**src/rtl/ldr_pkg.sv**
```systemverilog
package ldr_pkg;
  localparam int WORD_W = 32;
  localparam int WORD_B = WORD_W / 8;
  localparam logic [WORD_W-1:0] IMG_MAGIC = 32'h464C_457F;

  typedef enum logic [3:0] {
    ST_IDLE,
    ST_HDR_GO,
    ST_HDR_WAIT,
    ST_CHECK,
    ST_DESC,
    ST_SEG_CHK,
    ST_SEG_GO,
    ST_SEG_WAIT,
    ST_ZF_CHK,
    ST_ZF_WAIT,
    ST_NEXT,
    ST_DONE,
    ST_ERR
  } ldr_state_e;
endpackage

```
**src/rtl/ldr_sect_rd.sv**
```systemverilog
module ldr_sect_rd #(
  parameter int AW  = 32,
  parameter int LW  = 28,
  parameter int WPS = 128
) (
  input  logic                      clk_i,
  input  logic                      rst_ni,
  input  logic                      go_i,
  input  logic [LW-1:0]             lba_i,
  input  logic [AW-1:0]             dst_i,
  output logic                      dsk_req_o,
  output logic [LW-1:0]             dsk_lba_o,
  input  logic                      dsk_vld_i,
  input  logic [ldr_pkg::WORD_W-1:0] dsk_dat_i,
  output logic                      wr_o,
  output logic [AW-1:0]             wr_addr_o,
  output logic [ldr_pkg::WORD_W-1:0] wr_data_o,
  output logic [$clog2(WPS)-1:0]    widx_o,
  output logic                      fin_o
);
  localparam int WCW = $clog2(WPS);
  localparam int SH  = $clog2(ldr_pkg::WORD_B);

  logic           act_q, req_q, last;
  logic [WCW-1:0] wcnt_q;
  logic [AW-1:0]  base_q;
  logic [LW-1:0]  lba_q;

  always_ff @(posedge clk_i or negedge rst_ni) begin
    if (!rst_ni) begin
      act_q  <= 1'b0;
      req_q  <= 1'b0;
      wcnt_q <= '0;
      base_q <= '0;
      lba_q  <= '0;
    end else begin
      req_q <= 1'b0;
      if (go_i && !act_q) begin
        act_q  <= 1'b1;
        req_q  <= 1'b1;
        base_q <= dst_i;
        lba_q  <= lba_i;
        wcnt_q <= '0;
      end else if (act_q && dsk_vld_i) begin
        wcnt_q <= wcnt_q + 1'b1;
        if (last) act_q <= 1'b0;
      end
    end
  end

  assign last      = (wcnt_q == WCW'(WPS - 1));
  assign dsk_req_o = req_q;
  assign dsk_lba_o = lba_q;
  assign wr_o      = act_q & dsk_vld_i;
  assign wr_addr_o = base_q + (AW'(wcnt_q) << SH);
  assign wr_data_o = dsk_dat_i;
  assign widx_o    = wcnt_q;
  assign fin_o     = wr_o & last;
endmodule

```
**src/rtl/ldr_zfill.sv**
```systemverilog
module ldr_zfill #(
  parameter int AW = 32,
  parameter int BW = 4
) (
  input  logic          clk_i,
  input  logic          rst_ni,
  input  logic          go_i,
  input  logic [AW-1:0] lo_i,
  input  logic [AW-1:0] hi_i,
  output logic          wr_o,
  output logic [AW-1:0] addr_o,
  output logic [BW-1:0] be_o,
  output logic          fin_o
);
  logic          act_q, last;
  logic [AW-1:0] w_q, lo_q, hi_q;

  always_ff @(posedge clk_i or negedge rst_ni) begin
    if (!rst_ni) begin
      act_q <= 1'b0;
      w_q   <= '0;
      lo_q  <= '0;
      hi_q  <= '0;
    end else if (go_i && !act_q) begin
      act_q <= 1'b1;
      w_q   <= lo_i & ~AW'(BW - 1);
      lo_q  <= lo_i;
      hi_q  <= hi_i;
    end else if (act_q) begin
      w_q <= w_q + AW'(BW);
      if (last) act_q <= 1'b0;
    end
  end

  assign last = (w_q + AW'(BW)) >= hi_q;

  for (genvar b = 0; b < BW; b++) begin : g_be
    assign be_o[b] = act_q && ((w_q + AW'(b)) >= lo_q) && ((w_q + AW'(b)) < hi_q);
  end

  assign wr_o   = act_q;
  assign addr_o = w_q;
  assign fin_o  = act_q & last;
endmodule

```
**src/rtl/ldr_engine.sv**
```systemverilog
module ldr_engine #(
  parameter int          AW           = 32,
  parameter int          LW           = 28,
  parameter int          IW           = 4,
  parameter int          SECT_BYTES   = 512,
  parameter int          HDR_BYTES    = 4096,
  parameter int          ENTRY_WORD   = 6,
  parameter logic [31:0] SCRATCH_ADDR = 32'h0001_0000
) (
  input  logic          clk_i,
  input  logic          rst_ni,
  input  logic          start_i,
  input  logic [IW-1:0] desc_cnt_i,
  output logic [IW-1:0] tbl_idx_o,
  input  logic [AW-1:0] tbl_va_i,
  input  logic [AW-1:0] tbl_off_i,
  input  logic [AW-1:0] tbl_fsz_i,
  input  logic [AW-1:0] tbl_msz_i,
  output logic          dsk_req_o,
  output logic [LW-1:0] dsk_lba_o,
  input  logic          dsk_vld_i,
  input  logic [31:0]   dsk_dat_i,
  output logic          mem_we_o,
  output logic [AW-1:0] mem_addr_o,
  output logic [31:0]   mem_wdata_o,
  output logic [3:0]    mem_be_o,
  output logic [AW-1:0] entry_o,
  output logic          done_o,
  output logic          err_o
);
  import ldr_pkg::*;

  localparam int WPS       = SECT_BYTES / WORD_B;
  localparam int HDR_SECTS = HDR_BYTES / SECT_BYTES;
  localparam int SB        = $clog2(SECT_BYTES);
  localparam int WCW       = $clog2(WPS);
  localparam int HCW       = $clog2(HDR_SECTS + 1);
  localparam logic [AW-1:0] SMASK = AW'(SECT_BYTES - 1);

  ldr_state_e         st_q;
  logic [IW-1:0]      idx_q;
  logic [HCW-1:0]     hsec_q;
  logic [LW-1:0]      lba_q;
  logic [AW-1:0]      dst_q, end_q, z_lo_q, z_hi_q, entry_q;
  logic [WORD_W-1:0]  magic_q;
  logic               done_q, err_q;

  logic               sr_go, sr_wr, sr_fin;
  logic [AW-1:0]      sr_addr;
  logic [WORD_W-1:0]  sr_data;
  logic [WCW-1:0]     sr_widx;
  logic               zf_go, zf_wr, zf_fin;
  logic [AW-1:0]      zf_addr;
  logic [WORD_B-1:0]  zf_be;

  assign sr_go = (st_q == ST_HDR_GO) || (st_q == ST_SEG_GO);
  assign zf_go = (st_q == ST_ZF_CHK) && (z_hi_q > z_lo_q);

  ldr_sect_rd #(.AW(AW), .LW(LW), .WPS(WPS)) u_rd (
    .clk_i     (clk_i),
    .rst_ni    (rst_ni),
    .go_i      (sr_go),
    .lba_i     (lba_q),
    .dst_i     (dst_q),
    .dsk_req_o (dsk_req_o),
    .dsk_lba_o (dsk_lba_o),
    .dsk_vld_i (dsk_vld_i),
    .dsk_dat_i (dsk_dat_i),
    .wr_o      (sr_wr),
    .wr_addr_o (sr_addr),
    .wr_data_o (sr_data),
    .widx_o    (sr_widx),
    .fin_o     (sr_fin)
  );

  ldr_zfill #(.AW(AW), .BW(WORD_B)) u_zf (
    .clk_i  (clk_i),
    .rst_ni (rst_ni),
    .go_i   (zf_go),
    .lo_i   (z_lo_q),
    .hi_i   (z_hi_q),
    .wr_o   (zf_wr),
    .addr_o (zf_addr),
    .be_o   (zf_be),
    .fin_o  (zf_fin)
  );

  always_ff @(posedge clk_i or negedge rst_ni) begin
    if (!rst_ni) begin
      st_q    <= ST_IDLE;
      idx_q   <= '0;
      hsec_q  <= '0;
      lba_q   <= '0;
      dst_q   <= '0;
      end_q   <= '0;
      z_lo_q  <= '0;
      z_hi_q  <= '0;
      entry_q <= '0;
      magic_q <= '0;
      done_q  <= 1'b0;
      err_q   <= 1'b0;
    end else begin
      unique case (st_q)
        ST_IDLE, ST_DONE, ST_ERR: begin
          if (start_i) begin
            done_q <= 1'b0;
            err_q  <= 1'b0;
            hsec_q <= '0;
            idx_q  <= '0;
            dst_q  <= AW'(SCRATCH_ADDR);
            lba_q  <= LW'(1);
            st_q   <= ST_HDR_GO;
          end
        end
        ST_HDR_GO: st_q <= ST_HDR_WAIT;
        ST_HDR_WAIT: begin
          if (sr_wr && hsec_q == '0) begin
            if (sr_widx == WCW'(0))          magic_q <= sr_data;
            if (sr_widx == WCW'(ENTRY_WORD)) entry_q <= AW'(sr_data);
          end
          if (sr_fin) begin
            if (hsec_q == HCW'(HDR_SECTS - 1)) begin
              st_q <= ST_CHECK;
            end else begin
              hsec_q <= hsec_q + 1'b1;
              dst_q  <= dst_q + AW'(SECT_BYTES);
              lba_q  <= lba_q + 1'b1;
              st_q   <= ST_HDR_GO;
            end
          end
        end
        ST_CHECK: begin
          if (magic_q == IMG_MAGIC) begin
            st_q <= ST_DESC;
          end else begin
            err_q <= 1'b1;
            st_q  <= ST_ERR;
          end
        end
        ST_DESC: begin
          if (idx_q == desc_cnt_i) begin
            done_q <= 1'b1;
            st_q   <= ST_DONE;
          end else if (tbl_msz_i == '0) begin
            idx_q <= idx_q + 1'b1;
          end else begin
            dst_q  <= tbl_va_i & ~SMASK;
            lba_q  <= LW'((tbl_off_i - (tbl_va_i & SMASK)) >> SB) + LW'(1);
            end_q  <= tbl_va_i + tbl_fsz_i;
            z_lo_q <= tbl_va_i + tbl_fsz_i;
            z_hi_q <= tbl_va_i + tbl_msz_i;
            st_q   <= ST_SEG_CHK;
          end
        end
        ST_SEG_CHK: st_q <= (dst_q < end_q) ? ST_SEG_GO : ST_ZF_CHK;
        ST_SEG_GO:  st_q <= ST_SEG_WAIT;
        ST_SEG_WAIT: begin
          if (sr_fin) begin
            dst_q <= dst_q + AW'(SECT_BYTES);
            lba_q <= lba_q + 1'b1;
            st_q  <= ST_SEG_CHK;
          end
        end
        ST_ZF_CHK: st_q <= zf_go ? ST_ZF_WAIT : ST_NEXT;
        ST_ZF_WAIT: if (zf_fin) st_q <= ST_NEXT;
        ST_NEXT: begin
          idx_q <= idx_q + 1'b1;
          st_q  <= ST_DESC;
        end
        default: st_q <= ST_IDLE;
      endcase
    end
  end

  assign mem_we_o    = sr_wr | zf_wr;
  assign mem_addr_o  = zf_wr ? zf_addr : sr_addr;
  assign mem_wdata_o = zf_wr ? '0 : sr_data;
  assign mem_be_o    = zf_wr ? zf_be : '1;
  assign tbl_idx_o   = idx_q;
  assign entry_o     = entry_q;
  assign done_o      = done_q;
  assign err_o       = err_q;
endmodule


```
**config.mk**
```make
export PLATFORM = sky130hd
export DESIGN_NAME = ldr_engine
export DESIGN_NICKNAME = d
export VERILOG_FILES = /design/src/rtl/ldr_pkg.sv /design/src/rtl/ldr_sect_rd.sv /design/src/rtl/ldr_zfill.sv /design/src/rtl/ldr_engine.sv
export SDC_FILE = /design/constraint.sdc
export NUM_CORES = 1
export LEC_CHECK = 0
export BUFFER_PORTS_ARGS = -buffer_cell sky130_fd_sc_hd__buf_4
export CAP_MARGIN = 30
export CORE_MARGIN = 4
export CORE_UTILIZATION = 55
export DETAILED_ROUTE_END_ITERATION = 10
export GPL_ROUTABILITY_DRIVEN = 0
export PLACE_DENSITY = 0.88
export SLEW_MARGIN = 20
export SYNTH_ARGS = -nofsm -noshare
export SYNTH_HDL_FRONTEND = slang
export SYNTH_SLANG_ARGS = --single-unit
```
**constraint.sdc**
```tcl
create_clock -name clk_i -period 9.65 [get_ports clk_i]
set_input_delay 1.93 -clock clk_i [delete_from_list [all_inputs] [get_ports clk_i]]
set_output_delay 1.93 -clock clk_i [all_outputs]
set_load 0.02 [all_outputs]
```
[Word-level counts from Yosys, hierarchy flattened]
Cells that the tools add are included.
Storage, ports and cells
  bits in registers: 368
  input port bits: 168
Operators by class
  $add $sub $neg: 14
  magnitude comparators: 11
  eq/ne operators: 28
  muxes and demuxes: 51
  bitwise logic cells: 6
  reduce and logical (&&, ||, !) cells: 39
Operators by type and width (number)
  two-way mux 32 bit: 10
  two-way mux 28 bit: 6
  greater-or-equal comparator 32 bit: 5
  < comparator 32 bit: 5
  one-hot mux 32 bit (4 select lines): 1
  one-hot mux 28 bit (4 select lines): 1
  adder 32 x 2 -> 32 bit (second input constant): 2
  adder 32 bit: 2
  two-way mux 4 bit: 14
  one-hot mux 4 bit (11 select lines): 1
  adder 32 x 1 -> 32 bit (second input constant): 1
  adder 32 x 10 -> 32 bit (second input constant): 1
  adder 32 x 3 -> 32 bit (second input constant): 1
  adder 32 x 9 -> 32 bit: 1
  equality test 32 x 31 -> 1 bit (second input constant): 1
  greater-than comparator 32 bit: 1
  logical NOT 32 bit: 1
  subtractor 32 x 9 -> 32 bit: 1
  adder 28 x 1 -> 28 bit (second input constant): 1
  adder 23 x 1 -> 24 bit (second input constant): 1
  equality test 4 x 3 -> 1 bit (second input constant): 5
  equality test 4 bit (second input constant): 5
  inequality test 2 bit (second input constant): 9
  AND reduction 3 bit: 5
  31 further kinds: 68

[Longest topological paths before layout]
Gate-level depths: netlist of the first run.
  depth in word-level cells: 5
  depth in mapped cells: 17
  depth with buffers taken out: 17

[By module]
Synthesis of the first run repeated with hierarchy kept, for this count alone.
Unflattened totals
  cells, all modules: 3208
  area, all modules: 27447.6 µm²
By module, submodules not included
  ldr_engine: times used 1, cells each 1658, area an instance 14506.4 µm², seq. area each 4829.6 µm²
  ldr_zfill: times used 1, cells each 1117, area an instance 9285.2 µm², seq. area each 2377.3 µm²
  ldr_sect_rd: times used 1, cells each 433, area an instance 3656.0 µm², seq. area each 1726.7 µm²

[Worst setup path after synthesis of the first run]
No wires, ideal clock.
  path kind: input to register
  start: in tbl_va_i[1]
  end: reg lba_q[22]
  library setup time: 0.132 ns
  arrival time: 4.571 ns
  data required time: 9.518 ns
  setup slack: 4.947 ns
  cell stages on the path: 15
  cells stage by stage: inv_1 > ha_1 > a21o_1 > a211o_1 > a21o_1 > nor2_1 > xor2_1 > ha_1 > inv_1 > nor2_1 > mux2i_1 > a211o_1 > a32o_1 > xnor2_1 > o21ai_1
Between the ends
  longest elaborated chain between the ends: 5
RTL lines
  from (decl): line ldr_engine.sv:15  | input logic [AW-1:0] tbl_va_i,
  subtractor 32 x 9 -> 32 bit: line ldr_engine.sv:148  | lba_q <= LW'((tbl_off_i - (tbl_va_i & SMASK)) >> SB) + LW'(1);
  adder 23 x 1 -> 24 bit: line ldr_engine.sv:148
  two-way mux 28 bit: line ldr_engine.sv:144  | end else if (tbl_msz_i == '0) begin
  two-way mux 28 bit: line ldr_engine.sv:141  | if (idx_q == desc_cnt_i) begin
  one-hot mux 28 bit (4 select lines): line ldr_engine.sv:103  | unique case (st_q)
  to (signal assigned): line ldr_engine.sv:127  | lba_q <= lba_q + 1'b1;
  to (signal assigned): line ldr_engine.sv:148
  to (signal assigned): line ldr_engine.sv:160  | lba_q <= lba_q + 1'b1;
  to (decl): line ldr_engine.sv:43  | logic [LW-1:0] lba_q;
Every way passes these cells. The select of a mux whose other input is x is not followed.
A chain may end at the register's enable or synchronous reset.

[Final worst setup path of the first run]
  start: reg u_zf.act_q (netlist: u_zf.wr_o)
  end: out mem_be_o[3]
Between the ends
  longest elaborated chain between the ends: 3
RTL lines
  from (decl): line ldr_zfill.sv:15  | logic act_q, last;
  from (signal assigned): line ldr_zfill.sv:20  | act_q <= 1'b0;
  from (signal assigned): line ldr_zfill.sv:25  | act_q <= 1'b1;
  from (signal assigned): line ldr_zfill.sv:31  | if (last) act_q <= 1'b0;
  logical AND 1 bit (2 in series): line ldr_zfill.sv:38  | assign be_o[b] = act_q && ((w_q + AW'(b)) >= lo_q) && ((w_q + AW'(b)) < hi_q);
  two-way mux 4 bit *: line ldr_engine.sv:178  | assign mem_be_o = zf_wr ? zf_be : '1;
  to (decl): line ldr_engine.sv:26  | output logic [3:0] mem_be_o,
Mark *: on every way between the ends. The rest lies on a longest branch, timed or not.

==> flow_summary_export.csv, run 1 <==
group,metric,value,unit
cells_and_area,layout_common_cells,"nand2_1, dfrtp_1, ha_1, buf_4, o21ai_0",
timing,max_freq,176,MHz
logic_synthesis,yosys_register_bits,348,
clock_network,clkTransAtPathRegs,70,ps
pwr,pwr-share-comb,0.504,
pwr,pwr_density_cell,265,nW/um^2
clock_network,ctsHoldBuffers,0,
die,die_w,226,um
timing,rsz0062_at_grt,"no",
cells_and_area,final_common_cell,"nand2_1",
clock_network,post_cts_resize_count,0,
timing,fin_crit,5670,ps
worst_setup_path,cp-end-kind,"primary output",
drt,drt_iter0_drc,2506,
die,core_area,46900,sq um
timing,timing.final.crit_share,0.588,
drt,wl,80900,um
drt,ant_nets,0,
logic_synthesis,synthArstFlopShare,1.00,
logic_synthesis,synth_area,26200,sq um
logic_synthesis,yosys_most_used_dff,"dfrtp_1",
drt,viasPerCell,6.37,
place,place_area,28800,sq um
logic_synthesis,yosysSeqAreaShare,0.333,
clock_network,htree_levels,2,
grt,track_usage,0.306,
die,die_y,226,um
clock_network,cts_tree,"built",
grt,grt_first_pass_wirelength,126000,um
drt,wl_per_cell,21.3,um
timing,slew_violations,0,
die,initial_utilization,0.559,
grt,gr-total-overflow,0,
grt,grt_max_degree,154,
grt,grt_pass1_vias,23300,
drt,first_pass_iters,6,
grt,antenna_found_initial,3,
logic_synthesis,synth_cells,2960,
clock_network,clock-root-buffer,"clkbuf_16",
place,portBuffers,301,
timing,setup_viol,0,
die,die_area,51200,sq um
clock_network,clockBufferDepth,3,
logic_synthesis,synth.avg_cell_area,8.85,sq um
clock_network,cts_inserted_buffers,37,
clock_network,cts_num_sinks,348,
timing,fin_ws,3980,ps
worst_setup_path,worst-setup-path-type,"register to primary output",
worst_setup_path,cp.arrival,3740,ps
worst_setup_path,startpoint_type,"register",
logic_synthesis,synth-edff-count,0,
timing,maxSlewHeadroom,0.357,
pwr,power_switching,0.00356,W
die,ios,304,
cells_and_area,fillers,3608,
worst_setup_path,crit_path_max_fanout,82,
die,num_rows,79,
pwr,swShare,0.446,
pwr,p_leak,15.0,nW
outcome,status,"completed",
worst_hold_path,hold_class,"register to register",
clock_network,clkLatencyLatePin,550,ps
cells_and_area,final_area,30100,sq um
worst_setup_path,worstPathRequired,7720,ps
job,drv_cap,0,
place,dpl.hpwl,61100,um
timing,tightest_slew,964,ps
cells_and_area,synthToLayoutAreaGrowth,14.9,%
pwr,irDropWorstVdd,0.167,mV
drt,drc,0,
clock_network,cts_setup_buffers,0,
logic_synthesis,synth_cell_types,81,
timing,hold_viol,0,
drt,vias,24300,
timing,fin_skew,24.6,ps
cells_and_area,final_nets,3669,
pwr,power_frac_clock,0.182,
timing,fin_setup_tns,0,ps
place,dp_slack,4110,ps
pwr,cell_internal_pwr,0.00443,W
cells_and_area,drive_above_1_share,0.166,
pwr,seqPwrFrac,0.315,
logic_synthesis,yosys_warnings,0,
[path summary, 6_finish.rpt]
kind / from / to / slack [ps] / depth (start not counted)
min in group asynchronous: rst_ni / lba_q[7] / 1470 / 1
worst max register to register: u_zf.addr_o[5] / st_q[3] / 4800 / 17
max in group asynchronous: rst_ni / z_lo_q[0] / 6850 / 2
worst min register to register: lba_q[27] / lba_q[27] / 470 / 1
worst max-delay path: u_zf.wr_o / mem_be_o[3] / 3980 / 6
worst min-delay path: lba_q[27] / lba_q[27] / 470 / 1
[logic make-up (layout without fill, tap and decap cells)]
logic type,Yosys count,count (layout),share of synthesized area
multiplexers,165,165,0.0691
buffers and inverters,296,532,0.0430
other,1,5,0.000143
adder cells (fa/ha/maj),331,331,0.159
AND/OR/NAND/NOR,898,898,0.165
AO/OA/AOI/OAI,802,802,0.192
XOR/XNOR,119,119,0.0398
flip-flops,348,348,0.333
[cell type report]
class | instances | area [sq um] | share of cell area
diodes | 3 | 7.51 | 0.000249
clock buffers | 47 | 1040 | 0.0347
clock inverters | 19 | 184 | 0.00611
inverters | 150 | 563 | 0.0187
multi-input cells | 2317 | 16400 | 0.544
flip-flops and latches | 348 | 8710 | 0.289
well taps | 607 | 759 | 0.0252
repair buffers | 316 | 2440 | 0.0812
[layer usage]
metal | wire, um | part of all wire | global-route usage | up-vias
met5 | 0 | 0 | 0 | -
met4 | 4530 | 0.056 | 0.147 | 0
met3 | 7680 | 0.095 | 0.0424 | 241
met2 | 36100 | 0.45 | 0.477 | 1340
met1 | 32600 | 0.40 | 0.424 | 11500
li1 | - | - | - | 11100
[synth_stat cells (31+ instances only)]
cell / instances / area (sq um)
xnor2_1: 60 / 526
mux2_2: 126 / 1420
ha_1: 329 / 4120
nand3_1: 67 / 335
nand4_1: 59 / 369
clkbuf_1: 124 / 465
and3_1: 49 / 307
nand2_1: 386 / 1450
a21o_1: 104 / 781
nor3_1: 49 / 245
nor2b_1: 65 / 407
mux2i_1: 39 / 390
o21ai_0: 261 / 1310
dfrtp_1: 348 / 8710
a21oi_1: 167 / 836
nor2_1: 119 / 447
o211ai_1: 31 / 233
xor2_1: 59 / 517
inv_1: 148 / 556
[flip-flops by register name (all words and copies together), names as in the netlist, 4 cells and up]
signal,flops
dst_q,23
entry_o,32
hsec_q,4
lba_q,28
magic_q,32
st_q,4
tbl_idx_o,4
u_rd.base_q,23
u_rd.dsk_lba_o,28
u_rd.widx_o,7
u_zf.addr_o,30
u_zf.hi_q,32
u_zf.lo_q,32
z_hi_q,32
z_lo_q,32
[power by group through the flow]
stage | logic [W] | clock network, W | registers (W)
floorplan | 0.00287 | 0 | 0.00223
global placement | 0.00373 | 0 | 0.00246
detailed placement | 0.00389 | 0 | 0.00249
CTS | 0.00395 | 0.00146 | 0.00247
global route | 0.00446 | 0.00152 | 0.00255
finish | 0.00402 | 0.00145 | 0.00251
[metrics by stage]
stage,cells,util,hold slack (ps),power (W)
floorplan,2961,-,438,0.00510
global placement,3734,0.614,455,0.00619
detailed placement,3737,0.615,463,0.00638
CTS,3803,0.642,474,0.00788
global route,3806,0.642,490,0.00853
finish,3807,0.642,469,0.00799
[critical path: stages (launching register included)]
cell      delay [ps]
dfrtp_4          770
buf_4            720
clkinv_1         700
a211o_1          420
a21oi_1          250
a211oi_1         140
buf_4            180
Note: power is estimated with default switching activity, not from simulation.
==> run 2, diff against run 1 <==
--- a/config.mk
+++ b/config.mk
@@ -5,13 +5,14 @@
 export SDC_FILE = /design/constraint.sdc
 export NUM_CORES = 1
 export LEC_CHECK = 0
+export ABC_AREA = 1
 export BUFFER_PORTS_ARGS = -buffer_cell sky130_fd_sc_hd__buf_4
 export CAP_MARGIN = 30
 export CORE_MARGIN = 4
 export CORE_UTILIZATION = 55
 export DETAILED_ROUTE_END_ITERATION = 10
 export GPL_ROUTABILITY_DRIVEN = 0
-export PLACE_DENSITY = 0.88
+export PLACE_DENSITY = 0.9
 export SLEW_MARGIN = 20
 export SYNTH_ARGS = -nofsm -noshare
 export SYNTH_HDL_FRONTEND = slang
==> constraint.sdc (replaced) <==
create_clock -name clk_i -period 4.6 [get_ports clk_i]
set_input_delay 0.92 -clock clk_i [delete_from_list [all_inputs] [get_ports clk_i]]
set_output_delay 0.92 -clock clk_i [all_outputs]
set_load 0.02 [all_outputs]
==> flow_summary_export.csv, run 2 <==
group,metric,value,unit
timing,rsz0062_at_grt,"no",
cells_and_area,fin_cells,4864,
logic_synthesis,yosysSeqAreaShare,0.311,
worst_setup_path,worst-r2r-cell-count,17,
clock_network,post_cts_resize_count,0,
pwr,power,0.0190,W
logic_synthesis,synth.avg_cell_area,7.11,sq um
cells_and_area,fin_util,0.639,
clock_network,cts_num_sinks,348,
worst_setup_path,rrSetupSlack,420,ps
logic_synthesis,yosysMostFrequentCell,"nand2_1",
die,die_w,234,um
timing,maxSlewHeadroom,0.399,
worst_setup_path,worstPathRequired,5050,ps
cells_and_area,fillers,4157,
pwr,irDropWorstVdd,0.356,mV
outcome,status,"completed",
timing,max_freq,239,MHz
logic_synthesis,synth_area,28000,sq um
logic_synthesis,synth_top_area_cell,"dfrtp_1",
clock_network,cts_tree,"built",
worst_setup_path,cp.arrival,4640,ps
worst_setup_path,r2r_end,"st_q[1]",
grt,antenna_found_initial,0,
die,die_y,234,um
cells_and_area,synthToLayoutAreaGrowth,14.9,%
worst_setup_path,crit_family,"compound AO/OA/AOI/OAI gates",
logic_synthesis,ys_top_cells_by_area,"dfrtp_1, ha_1, nand2_1, o21ai_0, inv_1",
timing,slew_violations,0,
timing,fin_crit,4180,ps
pwr,pwr_density_cell,590,nW/um^2
logic_synthesis,synth_cell_types,64,
grt,grt_max_degree,121,
worst_hold_path,hold_class,"input pin to asynchronous set/reset pin",
worst_setup_path,startpoint_type,"register",
timing,tightest_slew,893,ps
drt,wl_per_cell,19.2,um
drt,drc,0,
drt,vias,29200,
logic_synthesis,yosys_warnings,0,
cells_and_area,final_common_cell,"nand2_1",
die,die_area,54500,sq um
cells_and_area,n_antenna_cell,0,
place,dpl.hpwl,71100,um
clock_network,ctsHoldBuffers,0,
die,initial_utilization,0.557,
worst_setup_path,critical_path_buf_inv_count,3,
timing,hold_viol,0,
place,dpl.cell_count,4792,
logic_synthesis,synth-edff-count,0,
cells_and_area,final_nets,4662,
worst_setup_path,crit_top_cell,"o21ai_0",
timing,fin_skew,21.0,ps
logic_synthesis,yosys_register_bits,348,
worst_setup_path,critPathSlowestCell,"dfrtp_1",
worst_setup_path,cp-end-kind,"register",
grt,gr-total-overflow,0,
pwr,p_leak,16.1,nW
worst_setup_path,worst-setup-path-type,"register to register",
clock_network,clkTransAtPathRegs,60,ps
clock_network,clock-root-buffer,"clkbuf_16",
drt,drt_iter0_drc,3807,
worst_setup_path,crit_path_start,"u_zf.addr_o[5]",
worst_setup_path,worstReg2RegStart,"u_zf.addr_o[5]",
drt,viasPerCell,6.01,
grt,grt_pass1_vias,27700,
die,num_rows,82,
clock_network,cts_inserted_buffers,40,
grt,track_usage,0.334,
worst_setup_path,endpoint,"st_q[1]",
place,portBuffers,301,
worst_setup_path,critical_path_depth,17,
clock_network,cts_setup_buffers,0,
logic_synthesis,yosys_most_used_dff,"dfrtp_1",
grt,grt_first_pass_wirelength,146000,um
timing,fin_setup_tns,0,ps
logic_synthesis,yosys-top-cells-count,"nand2_1, inv_1, o21ai_0, dfrtp_1, ha_1",
worst_setup_path,crit_path_max_fanout,12,
job,drv_cap,0,
logic_synthesis,synth_cells,3937,
timing,setup_viol,0,
clock_network,clkLatencyLatePin,590,ps
clock_network,clockBufferDepth,3,
die,ios,304,
drt,ant_nets,0,
worst_setup_path,max_stage_delay,610,ps
clock_network,htree_levels,2,
logic_synthesis,yosys.area.top_type_share,0.311,
drt,wl,93600,um
worst_setup_path,crit_chain,"inv_1 -> nor3_4 -> nand3_1 -> nor3_1 -> xnor2_1 -> inv_1 -> ha_1 -> a21oi_1 -> o21ai_0 -> a21oi_1 -> a21oi_1 -> o21ai_0 -> nand4_1 -> nand2_1 -> inv_1 -> o21ai_0 -> o21ai_0",
cells_and_area,layout_common_cells,"nand2_1, inv_1, o21ai_0, dfrtp_1, ha_1",
cells_and_area,drive_above_1_share,0.112,
logic_synthesis,synthArstFlopShare,1.00,
timing,timing.final.crit_share,0.909,
drt,first_pass_iters,6,
die,core_area,50300,sq um
## run 2: changes by cell type in the layout (fill, tap and decap cells not counted), moves of 83 or more
cell,before,now
nand2_1,384,1007
inv_1,148,446
nand3_1,66,170
o21ai_0,261,415
nor2_1,118,290
a21oi_1,167,268
a21o_1,104,21
mux2_2,126,0
## run 2: cell type report
| type | instances | area [sq um] | share of cell area |
|---|---|---|---|
| Clock inverter | 13 | 204 | 0.00635 |
| Inverter | 457 | 1720 | 0.0534 |
| Multi-Input combinational cell | 2990 | 17000 | 0.528 |
| Tap cell | 672 | 841 | 0.0262 |
| Clock buffer | 58 | 1200 | 0.0373 |
| Timing Repair Buffer | 326 | 2500 | 0.0780 |
| Sequential cell | 348 | 8710 | 0.271 |
## run 2: kinds of logic (layout without fill, tap and decap cells)
kind of cell / count (synthesis) / count (layout) / share of synthesized area
simple gates: 1707 / 1707 / 0.258
xor+xnor: 72 / 72 / 0.0225
buf+inv: 600 / 854 / 0.0836
compound gates: 877 / 877 / 0.175
flops: 348 / 348 / 0.311
other cells: 1 / 2 / 0.000134
mux: 1 / 1 / 0.000358
fa+ha+maj: 331 / 331 / 0.149
## run 2: worst min-delay path by stage
stage                               start              end  slack [ps]
final                              rst_ni       entry_o[5]         420
after global placement        magic_q[23]      magic_q[23]         460
after global routing               rst_ni       entry_o[5]         490
after detailed placement  u_rd.base_q[10]  u_rd.base_q[10]         470
after floorplan               magic_q[23]      magic_q[23]         440
after CTS                          rst_ni       entry_o[5]         440
## run 2: per-stage QoR
step | hold slack [ps] | area, sq um | worst slack [ps]
after floorplan | 444 | 28000 | 1400
after global placement | 456 | 30700 | 740
after detailed placement | 466 | 30700 | 622
after CTS | 437 | 32100 | 511
after global routing | 491 | 32100 | 9.79
final | 421 | 32100 | 416
## run 2: power breakdown
part           internal (W)  switching, W  leakage (nW)  total, W
registers           0.00411       0.00112          4.48   0.00523
clock network       0.00205       0.00137         0.688   0.00342
logic               0.00368       0.00665          10.9    0.0103
total               0.00984       0.00913          16.1    0.0190
## run 2: routing by layer
metal  global-route usage  vias to the layer above  part of all wire
li1                     -                    13700                 -
met1                0.420                    13300              0.37
met2                0.530                     1820              0.45
met3               0.0630                      427              0.11
met4                0.211                        0             0.075
met5                    0                        -                 0
